**config.mk**
```make
export PLATFORM = sky130hd
export DESIGN_NAME = hfw_mailbox
export DESIGN_NICKNAME = d
export VERILOG_FILES = /design/src/rtl/hfw_mbox_pkg.sv /design/src/rtl/hfw_mbox_regs.sv /design/src/rtl/hfw_mbox_ctrl.sv /design/src/rtl/hfw_mailbox.sv
export SDC_FILE = /design/constraint.sdc
export NUM_CORES = 1
export LEC_CHECK = 0
export BUFFER_PORTS_ARGS = -buffer_cell sky130_fd_sc_hd__buf_2
export CORE_ASPECT_RATIO = 1.1
export CORE_MARGIN = 2
export CORE_UTILIZATION = 54
export CTS_BUF_LIST = sky130_fd_sc_hd__clkbuf_4
export DETAILED_ROUTE_END_ITERATION = 12
export PLACE_DENSITY = 0.87
export SLEW_MARGIN = 20
export SYNTH_ARGS = -nofsm -noshare
export SYNTH_HDL_FRONTEND = slang
export SYNTH_SLANG_ARGS = --single-unit
```
**constraint.sdc**
```tcl
create_clock -name clk -period 4.3 [get_ports clk]
set_input_delay 0.43 -clock clk [delete_from_list [all_inputs] [get_ports clk]]
set_output_delay 0.43 -clock clk [all_outputs]
set_load 0.05 [all_outputs]
```
**src/rtl/hfw_mbox_pkg.sv**
```systemverilog
package hfw_mbox_pkg;
  localparam int unsigned NUM_REGS     = 5;
  localparam int unsigned IDX_CMD      = 0;
  localparam int unsigned IDX_ARG1     = 1;
  localparam int unsigned IDX_ARG2     = 2;
  localparam int unsigned IDX_ARG3     = 3;
  localparam int unsigned IDX_CFG      = 4;
  localparam int unsigned CFG_HOLD_BIT = 0;
  localparam int unsigned CFG_EXWR_BIT = 6;
endpackage

```
**src/rtl/hfw_mbox_regs.sv**
```systemverilog
module hfw_mbox_regs
  import hfw_mbox_pkg::*;
#(
  parameter int ADDR_W    = 8,
  parameter int DATA_W    = 8,
  parameter int BASE_ADDR = 16
) (
  input  logic              clk,
  input  logic              rst,
  input  logic [ADDR_W-1:0] h_addr,
  input  logic              h_we,
  input  logic [DATA_W-1:0] h_wdata,
  output logic [DATA_W-1:0] h_rdata,
  input  logic [ADDR_W-1:0] f_addr,
  input  logic              f_we,
  input  logic [DATA_W-1:0] f_wdata,
  output logic [DATA_W-1:0] f_rdata,
  output logic [DATA_W-1:0] regs_o [NUM_REGS]
);

  logic [NUM_REGS-1:0] h_hit;
  logic [NUM_REGS-1:0] f_hit;
  logic [DATA_W-1:0]   mb_q [NUM_REGS];
  logic [DATA_W-1:0]   h_rd_nxt;
  logic [DATA_W-1:0]   f_rd_nxt;

  for (genvar g = 0; g < NUM_REGS; g++) begin : g_reg
    assign h_hit[g] = (h_addr == ADDR_W'(BASE_ADDR + g));
    assign f_hit[g] = (f_addr == ADDR_W'(BASE_ADDR + g));

    // host side wins a same-register collision
    always_ff @(posedge clk) begin
      if (rst)                  mb_q[g] <= '0;
      else if (h_we && h_hit[g]) mb_q[g] <= h_wdata;
      else if (f_we && f_hit[g]) mb_q[g] <= f_wdata;
    end

    assign regs_o[g] = mb_q[g];


    host_wins_chk: assert property (@(posedge clk) disable iff (rst)
      (h_we && h_hit[g]) |=> (mb_q[g] == $past(h_wdata)));


    fw_alone_chk: assert property (@(posedge clk) disable iff (rst)
      (f_we && f_hit[g] && !(h_we && h_hit[g])) |=> (mb_q[g] == $past(f_wdata)));
  end

  always_comb begin
    h_rd_nxt = '0;
    f_rd_nxt = '0;
    for (int i = 0; i < NUM_REGS; i++) begin
      if (h_hit[i]) h_rd_nxt = mb_q[i];
      if (f_hit[i]) f_rd_nxt = mb_q[i];
    end
  end

  always_ff @(posedge clk) begin
    if (rst) begin
      h_rdata <= '0;
      f_rdata <= '0;
    end else begin
      h_rdata <= h_rd_nxt;
      f_rdata <= f_rd_nxt;
    end
  end


  unmapped_rd_chk: assert property (@(posedge clk) disable iff (rst)
    (h_hit == '0) |=> (h_rdata == '0));

endmodule

```
**src/rtl/hfw_mbox_ctrl.sv**
```systemverilog
module hfw_mbox_ctrl
  import hfw_mbox_pkg::*;
#(
  parameter int DATA_W = 8
) (
  input  logic              clk,
  input  logic              rst,
  input  logic [DATA_W-1:0] cmd_i,
  input  logic [DATA_W-1:0] cfg_i,
  output logic              irq_o,
  output logic              hold_o,
  output logic              exwr_o
);

  always_ff @(posedge clk) begin
    if (rst) begin
      irq_o  <= 1'b0;
      hold_o <= 1'b0;
      exwr_o <= 1'b0;
    end else begin
      irq_o  <= |cmd_i;
      hold_o <= cfg_i[CFG_HOLD_BIT];
      exwr_o <= cfg_i[CFG_EXWR_BIT];
    end
  end


  irq_raise_chk: assert property (@(posedge clk) disable iff (rst)
    (cmd_i != '0) |=> irq_o);


  irq_clear_chk: assert property (@(posedge clk) disable iff (rst)
    (cmd_i == '0) |=> !irq_o);


  hold_follow_chk: assert property (@(posedge clk) disable iff (rst)
    $rose(cfg_i[CFG_HOLD_BIT]) |=> hold_o);


  exwr_follow_chk: assert property (@(posedge clk) disable iff (rst)
    $fell(cfg_i[CFG_EXWR_BIT]) |=> !exwr_o);

endmodule

```
**src/rtl/hfw_mailbox.sv**
```systemverilog
module hfw_mailbox
  import hfw_mbox_pkg::*;
#(
  parameter int ADDR_W    = 8,
  parameter int DATA_W    = 8,
  parameter int BASE_ADDR = 16
) (
  input  logic              clk,
  input  logic              rst,
  input  logic [ADDR_W-1:0] host_addr,
  input  logic              host_we,
  input  logic [DATA_W-1:0] host_wdata,
  output logic [DATA_W-1:0] host_rdata,
  input  logic [ADDR_W-1:0] fw_addr,
  input  logic              fw_we,
  input  logic [DATA_W-1:0] fw_wdata,
  output logic [DATA_W-1:0] fw_rdata,
  output logic              fw_irq,
  output logic              cpu_hold_rst,
  output logic              cpu_ext_wr_en
);

  logic [DATA_W-1:0] regs_w [NUM_REGS];

  hfw_mbox_regs #(
    .ADDR_W   (ADDR_W),
    .DATA_W   (DATA_W),
    .BASE_ADDR(BASE_ADDR)
  ) regs_i (
    .clk    (clk),
    .rst    (rst),
    .h_addr (host_addr),
    .h_we   (host_we),
    .h_wdata(host_wdata),
    .h_rdata(host_rdata),
    .f_addr (fw_addr),
    .f_we   (fw_we),
    .f_wdata(fw_wdata),
    .f_rdata(fw_rdata),
    .regs_o (regs_w)
  );

  hfw_mbox_ctrl #(
    .DATA_W(DATA_W)
  ) ctrl_i (
    .clk   (clk),
    .rst   (rst),
    .cmd_i (regs_w[IDX_CMD]),
    .cfg_i (regs_w[IDX_CFG]),
    .irq_o (fw_irq),
    .hold_o(cpu_hold_rst),
    .exwr_o(cpu_ext_wr_en)
  );

endmodule

```
* Word-level counts from Yosys, hierarchy flattened
Memory sizes are Yosys's and may differ from the RTL's. Cells that the tools add are included.
Storage, ports and cells: output and inout port bits 19, memories 1, register bits after elaboration 19, bits in writable memories 40
Operators by class: bitwise gates (word level) 10, equal/unequal tests 10, mux-type cells 57, reductions and logical operators 11
Memories:
- regs_i.mb_q | words 5, bits a word 8, read ports 5, clocked after memory_dff 0, write ports 5, RTL line hfw_mbox_regs.sv:23 | logic [DATA_W-1:0] mb_q [NUM_REGS];
Operators with widths (number):
- $mux W8 | 20
- $eq A8 B5 Y1 const B | 10
- $mux W1 | 37
- $logic_and A1 B1 Y1 | 10
- $or A1 B1 Y1 | 10
- $reduce_or A8 Y1 | 1

* Longest topological paths before layout
Gate-level depths: netlist of run 1.
depth in word-level cells 7, mapped depth 6, gate-level depth less buffers 3

* Cells and area by module
From an unflattened synthesis of run 1, not the netlist that was laid out.
Second synthesis, totals: cells, all modules 296, area total of the unflattened synthesis 3394.5 um^2
By module, submodules not included:
- hfw_mbox_regs | sequential area each 1521.5 um^2, area an instance 3304.4 um^2, times used 1, cells each 288
- hfw_mbox_ctrl | sequential area each 60.1 um^2, area an instance 90.1 um^2, times used 1, cells each 8

* Worst setup path before layout of run 1
No wires, ideal clock.
path type input to register, from input port fw_addr[1], to memory regs_i.mb_q[4][0], enable pin, arrival time 1.856 ns, path slack 2.060 ns, stages 4, buffers on the path 1, data required time 3.916 ns, library setup time 0.384 ns, path through clkbuf_1 > nor4_1 > nand3_1 > o21ai_0
RTL lines:
- from (decl) | RTL line hfw_mailbox.sv:14 | input logic [ADDR_W-1:0] fw_addr,
- to (decl) | RTL line hfw_mbox_regs.sv:23

==> metrics.cfg, run 1 <==
[run_status]
outcome = completed

[run]
drv_cap = 0

[setup_path]
worst_reg2reg_path_length_in_cells = 3
endpoint_type_of_the_worst_setup_path = flop
worst-endpoint-required_ns = 4.53
reg2reg_to = regs_i.h_rdata[5]
cp_cell_sequence = buf_2 > nor4b_4 > nand2_1 > o32ai_1
critPathKind = in -> reg
crit_arrival_ns = 2.68
critPathLaunchType = input pin
critical-path-slowest-cell = sky130_fd_sc_hd__nor4b_4
worst-path-max-fanout = 23
max_stage_delay_ns = 0.95
r2r-start = regs_i.mb_q[0][5]
r2r_setup_slack_ns = 2.84

[logic_synthesis]
synthDominantCellAreaShare_pct = 35.48
mappedNetlistArea_sq_um = 3386
yosys_most_used_dff = sky130_fd_sc_hd__edfxtp_1
netlist-cell-type-count = 46
netlist_top_cells_area = sky130_fd_sc_hd__edfxtp_1, sky130_fd_sc_hd__dfxtp_1, sky130_fd_sc_hd__o32ai_1
postSynthRegisterBits = 59
postSynthAreaPerCell_sq_um = 11.32
synth_async_sr_flop_share_pct = 0
ys_warn_count = 0
synth.net_count = 335
cell_types_with_the_highest_counts_after_synthesis = sky130_fd_sc_hd__edfxtp_1, sky130_fd_sc_hd__nand2_1, sky130_fd_sc_hd__o32ai_1
yosys.cell_count.top_type = sky130_fd_sc_hd__edfxtp_1
cell_count_after_synthesis = 299
count_of_flip_flops_with_a_built_in_enable_after_synthesis = 40
synth_largest_area_cell = sky130_fd_sc_hd__edfxtp_1
synth.yosys.seq_area_share_pct = 46.71

[sta]
timing.final.crit_share_pct = 57.10
timing.fmax_mhz = 407.3
fin_worst_skew_ns = 0.02174
timing.final.ws_setup_ns = 1.845
setup_total_negative_slack_ns = 0
max_slew.worst_pin.slew_ns = 1.106
min_period_ns = 2.455
count_of_final_setup_violators = 0
drv_slew = 0
finalHoldViolations = 0
setup_repair_after_global_routing_missed_its_margin = false
max_slew_margin_pct = 25.95

[grt]
grt_overflow_total = 0
pin_count_of_the_biggest_net_entering_global_routing = 24
grt_pass1_vias = 2792
grt_antenna_before_repair = 0
track_usage_pct = 30.14
grt_first_pass_wirelength_mm = 15.37

[power_and_ir_drop]
total_power_mw = 1.255
power.static_leakage_nw = 1.350
power_density_nw_per_um2 = 328.0
worst_ir_drop_vdd_v = 0.0001691

[layout]
drive_above_1_share_pct = 29.28
multi_input_comb_area_sq_um = 1638
area_delta_synth_final_pct = 13.01
fillers = 493
instances_no_fill = 425
final_nets = 376
regArea_sq_um = 1582
n_antenna_cell = 0

[routing]
wl_per_cell_microns = 23.10
drt-total-wl_mm = 9.817
drt_pre_antenna_iters = 5
final_antenna_net_count = 0
drt_first_iter_violations = 373
detailroute.via_count = 2955
drc_errors = 0
viasPerCell = 6.953

[floorplanning]
floorplan.rows = 30
design.die.area_sq_um = 6920
initial_utilization_pct = 55.34
die_height_microns = 87.05
pin_count = 55
dieWidth_microns = 79.50
placeableCoreArea_sq_um = 6118

[hold_path]
hold_path.class = in -> reg
hold-path-endpoint = regs_i.mb_q[1][5]
timing.hold.worst_path_depth = 3
hold_path_startpoint = host_wdata[5]

[clock_tree]
cts_setup_buffers = 0
postCtsResizedCells = 0
clock_sink_count = 59
cts-root-buf = sky130_fd_sc_hd__clkbuf_4
clk_pin_slew_worst_paths_ns = 0.12
hold_buffers = 0
cts_tree = yes
cts_buffers = 9
clk-insertion-delay-late_ns = 0.41
htreeDepth = 3
max-clock-path-buffers = 2

[placed_design]
pre_cts_slack_ns = 1.522
buffer_ports.inserted = 54
dp_hpwl_mm = 7.132
place.detailed.instances = 409
gp_congestion = 0.9321

worst max-delay path by stage:
stage	from	to	slack (ns)
CTS	rst	regs_i.mb_q[0][0]	1.95
global route	rst	regs_i.mb_q[0][4]	1.64
detailed placement	rst	regs_i.mb_q[0][0]	1.52
finish	rst	regs_i.mb_q[0][0]	1.84
global placement	fw_addr[1]	regs_i.mb_q[4][5]	1.49
floorplan	fw_addr[1]	regs_i.mb_q[4][0]	2.06
cell usage in the layout (no fill, tap or decap), types with 9 or more instances in the layout:
cell type,synthesis,final
sky130_fd_sc_hd__inv_1,9,9
sky130_fd_sc_hd__clkbuf_4,0,9
sky130_fd_sc_hd__mux2i_1,16,16
sky130_fd_sc_hd__buf_2,5,54
sky130_fd_sc_hd__o32ai_1,24,24
sky130_fd_sc_hd__or2_2,10,10
sky130_fd_sc_hd__nand3_1,9,9
sky130_fd_sc_hd__nand4_1,16,16
sky130_fd_sc_hd__nand2_1,36,36
sky130_fd_sc_hd__edfxtp_1,40,40
sky130_fd_sc_hd__nand2b_1,11,11
sky130_fd_sc_hd__dfxtp_1,19,19
where the power goes:
| part | internal, mW | total, mW | leakage, nW | switching (mW) |
|---|---|---|---|---|
| sequential | 0.627 | 0.644 | 0.534 | 0.0171 |
| clock | 0.240 | 0.468 | 0.0912 | 0.228 |
| combinational | 0.0535 | 0.143 | 0.724 | 0.0896 |
kinds of logic (layout without fill, tap and decap cells):
family	count (synthesis)	count (layout)	synth area share (%)
AO/OA/AOI/OAI	65	65	17.59
buffers and inverters	38	84	5.099
flip-flops	59	59	46.71
multiplexers	24	24	10.05
AND/OR/NAND/NOR	113	113	20.55
critical path, delay by kind of cell:
family	cells	cell delay [ns]
simple gates	2	1.56
buf+inv	1	0.23
compound gates	1	0.45
flip-flops by register name, summed over array words and instances, names as in the netlist:
register and flops:
ctrl_i.exwr_o 1, ctrl_i.hold_o 1, ctrl_i.irq_o 1, regs_i.f_rdata 8, regs_i.h_rdata 8, regs_i.mb_q 40
layout make-up:
class                           count  share of cell area, %
Timing Repair Buffer               59                  8.044
Sequential cell                    59                  41.33
Tap cell                           80                  2.616
Clock buffer                        9                  1.766
Inverter                            9                 0.8829
Clock inverter                      7                  2.551
Multi-Input combinational cell    202                  42.81
layer usage:
layer  vias to the layer above  global-route usage [%]  wire [microns]
met5                         -                       0               0
met4                         0                   14.58             408
met3                        40                   9.336            1202
met2                       237                   47.21            4607
met1                      1396                   38.01            3598
li1                       1282                       -               -
metrics by stage:
step / area, sq um / util, % / hold slack (ns)
after floorplan: 3386 / - / 0.4814
after global placement: 3661 / 59.84 / 0.5021
after detailed placement: 3661 / 59.84 / 0.5090
after CTS: 3826 / 62.54 / 0.4106
after global routing: 3826 / 62.54 / 0.4047
final: 3826 / 62.54 / 0.4321
Power figures use the tool's default switching activity.
==> inputs of run 2 (changes only) <==
==> constraint.sdc (replaced) <==
create_clock -name clk -period 2.5 [get_ports clk]
set_input_delay 0.25 -clock clk [delete_from_list [all_inputs] [get_ports clk]]
set_output_delay 0.25 -clock clk [all_outputs]
set_load 0.05 [all_outputs]
==> run 2 against run 1 <==
Global-route usage shrank 2.8 points. Register-to-register slack lost 1.8 ns. Clock skew shrank 0.017 ns. Routed wire length shrank 7.8%. Critical path type unchanged.
==> metrics.cfg, run 2 (same netlist as run 1, synthesis figures left out) <==
[setup_path]
critPathKind = in -> reg
endpoint_type_of_the_worst_setup_path = flop
worst-path-max-fanout = 16  ; -30%
critPathLaunchType = input pin
reg2reg_to = regs_i.h_rdata[5]
worst_reg2reg_path_length_in_cells = 3  ; unchanged
crit_arrival_ns = 1.98  ; -0.70 ns
worst-endpoint-required_ns = 2.69  ; -1.84 ns
r2r-start = regs_i.mb_q[0][5]
r2r_setup_slack_ns = 1.00  ; -1.84 ns

[layout]
drive_above_1_share_pct = 30.59  ; +1.3 points
fillers = 481  ; -2.4%
mostFrequentLayoutCells = sky130_fd_sc_hd__buf_2, sky130_fd_sc_hd__edfxtp_1, sky130_fd_sc_hd__nand2_1
layout.cells.most_common = sky130_fd_sc_hd__buf_2
area_delta_synth_final_pct = 13.75
final_util_pct = 62.94  ; +0.41 points
largest_register_ff_count = 40  ; unchanged
largest_register = regs_i.mb_q
largest_registers = regs_i.mb_q: 40 flops, regs_i.f_rdata: 8 flops, regs_i.h_rdata: 8 flops
instances_no_fill = 433  ; +1.9%
n_antenna_cell = 0  ; unchanged
final_nets = 384  ; +2.1%

[sta]
timing.final.ws_setup_ns = 0.7163  ; -1.128 ns
count_of_final_setup_violators = 0  ; unchanged
max_slew_margin_pct = 58.76  ; +33 points
setup_repair_after_global_routing_missed_its_margin = false
timing.fmax_mhz = 560.6
finalHoldViolations = 0  ; unchanged
min_period_ns = 1.784
timing.final.crit_share_pct = 71.35
max_slew.worst_pin.slew_ns = 0.6159  ; -0.4902 ns
drv_slew = 0  ; unchanged
fin_worst_skew_ns = 0.004947  ; -0.01680 ns
setup_total_negative_slack_ns = 0  ; unchanged

[power_and_ir_drop]
worst_ir_drop_vdd_v = 0.0002595  ; +53%
power.static_leakage_nw = 1.377  ; +2.0%
power_density_nw_per_um2 = 523.1  ; +59%

[floorplanning]
placeableCoreArea_sq_um = 6118  ; unchanged
dieWidth_microns = 79.50  ; unchanged
die_height_microns = 87.05  ; unchanged
initial_utilization_pct = 55.34  ; unchanged
pin_count = 55  ; unchanged
floorplan.rows = 30  ; unchanged
design.die.area_sq_um = 6920  ; unchanged

[clock_tree]
max-clock-path-buffers = 2  ; unchanged
clk_pin_slew_worst_paths_ns = 0.10  ; -0.02 ns
postCtsResizedCells = 0  ; unchanged
cts-root-buf = sky130_fd_sc_hd__clkbuf_4
hold_buffers = 0  ; unchanged
clk-insertion-delay-late_ns = 0.39  ; -0.02 ns
cts_setup_buffers = 0  ; unchanged
clock_sink_count = 59  ; unchanged
cts_tree = yes
cts_buffers = 9  ; unchanged
htreeDepth = 3  ; unchanged

[routing]
drt_pre_antenna_iters = 5  ; unchanged
drc_errors = 0  ; unchanged
detailroute.via_count = 2971  ; +0.54%
viasPerCell = 6.861  ; -1.3%
final_antenna_net_count = 0  ; unchanged
wl_per_cell_microns = 20.90  ; -9.5%
drt_first_iter_violations = 253  ; -32%
drt-total-wl_mm = 9.050  ; -7.8%

[placed_design]
pre_cts_slack_ns = 0.3322  ; -1.190 ns
place.detailed.instances = 417  ; +2.0%
gp_congestion = 0.9129  ; -2.1%
buffer_ports.inserted = 54  ; unchanged
dp_hpwl_mm = 6.743  ; -5.4%

[hold_path]
hold_path.class = in -> reg
hold_path_startpoint = host_wdata[5]
hold-path-endpoint = regs_i.mb_q[4][5]
timing.hold.worst_path_depth = 3  ; unchanged

[grt]
pin_count_of_the_biggest_net_entering_global_routing = 27  ; +13%
globalRouteMet1Util_pct = 37.40  ; -0.61 points
grt_first_pass_wirelength_mm = 14.46  ; -5.9%
grt_most_used_layer = met2
track_usage_pct = 27.35  ; -2.8 points
grt.met3_usage_pct = 3.734  ; -5.6 points
grt_antenna_before_repair = 0  ; unchanged
grt_pass1_vias = 2750  ; -1.5%
grt_overflow_total = 0  ; unchanged
global_route.usage.met2_pct = 42.70  ; -4.5 points

[run_status]
outcome = completed

[run]
drv_cap = 0  ; unchanged

-- run 2: cell type report --
type | instances | area [sq um] | area share (%)
clock buffers | 10 | 75.07 | 1.949
clock inverters | 6 | 55.05 | 1.430
inverters | 9 | 33.78 | 0.8772
multi-input cells | 202 | 1638 | 42.53
flip-flops and latches | 59 | 1582 | 41.07
well taps | 80 | 100.1 | 2.599
repair buffers | 67 | 367.9 | 9.552
-- run 2: layer usage --
| metal | routed length, microns | up-vias | part of all wire (%) |
|---|---|---|---|
| met5 | 0 | - | 0 |
| met4 | 304 | 0 | 3.4 |
| met3 | 965 | 33 | 11 |
| met2 | 4351 | 231 | 48 |
| met1 | 3429 | 1408 | 38 |
| li1 | - | 1299 | - |
-- run 2: through the flow --
step                cell area, sq um  power, mW  hold WS (ns)
floorplan                       3386      1.267        0.4752
global placement                3721      1.354        0.5133
detailed placement              3721      1.366        0.5080
CTS                             3851      2.004        0.2364
global route                    3851      2.058        0.2559
finish                          3851      2.015        0.2396
-- run 2: how the worst max path moves through the flow --
| stage | start | end | depth (start not counted) |
|---|---|---|---|
| floorplan | fw_addr[1] | regs_i.mb_q[4][0] | 4 |
| global placement | host_addr[5] | regs_i.mb_q[2][6] | 4 |
| detailed placement | host_addr[5] | regs_i.mb_q[2][0] | 4 |
| CTS | host_addr[5] | regs_i.mb_q[2][3] | 4 |
| global route | fw_addr[2] | regs_i.mb_q[0][1] | 4 |
| finish | fw_addr[2] | regs_i.mb_q[1][2] | 4 |
-- run 2: power breakdown --
part	internal [mW]	switching, mW	total (mW)	leakage [nW]
registers	1.08	0.0315	1.11	0.534
logic	0.0963	0.146	0.243	0.765
clock network	0.309	0.354	0.662	0.0779
-- run 2: critical path, stage by stage --
cell and delay (ns):
sky130_fd_sc_hd__buf_2 0.19, sky130_fd_sc_hd__nor4b_2 0.58, sky130_fd_sc_hd__nand2_1 0.51, sky130_fd_sc_hd__o32ai_1 0.44
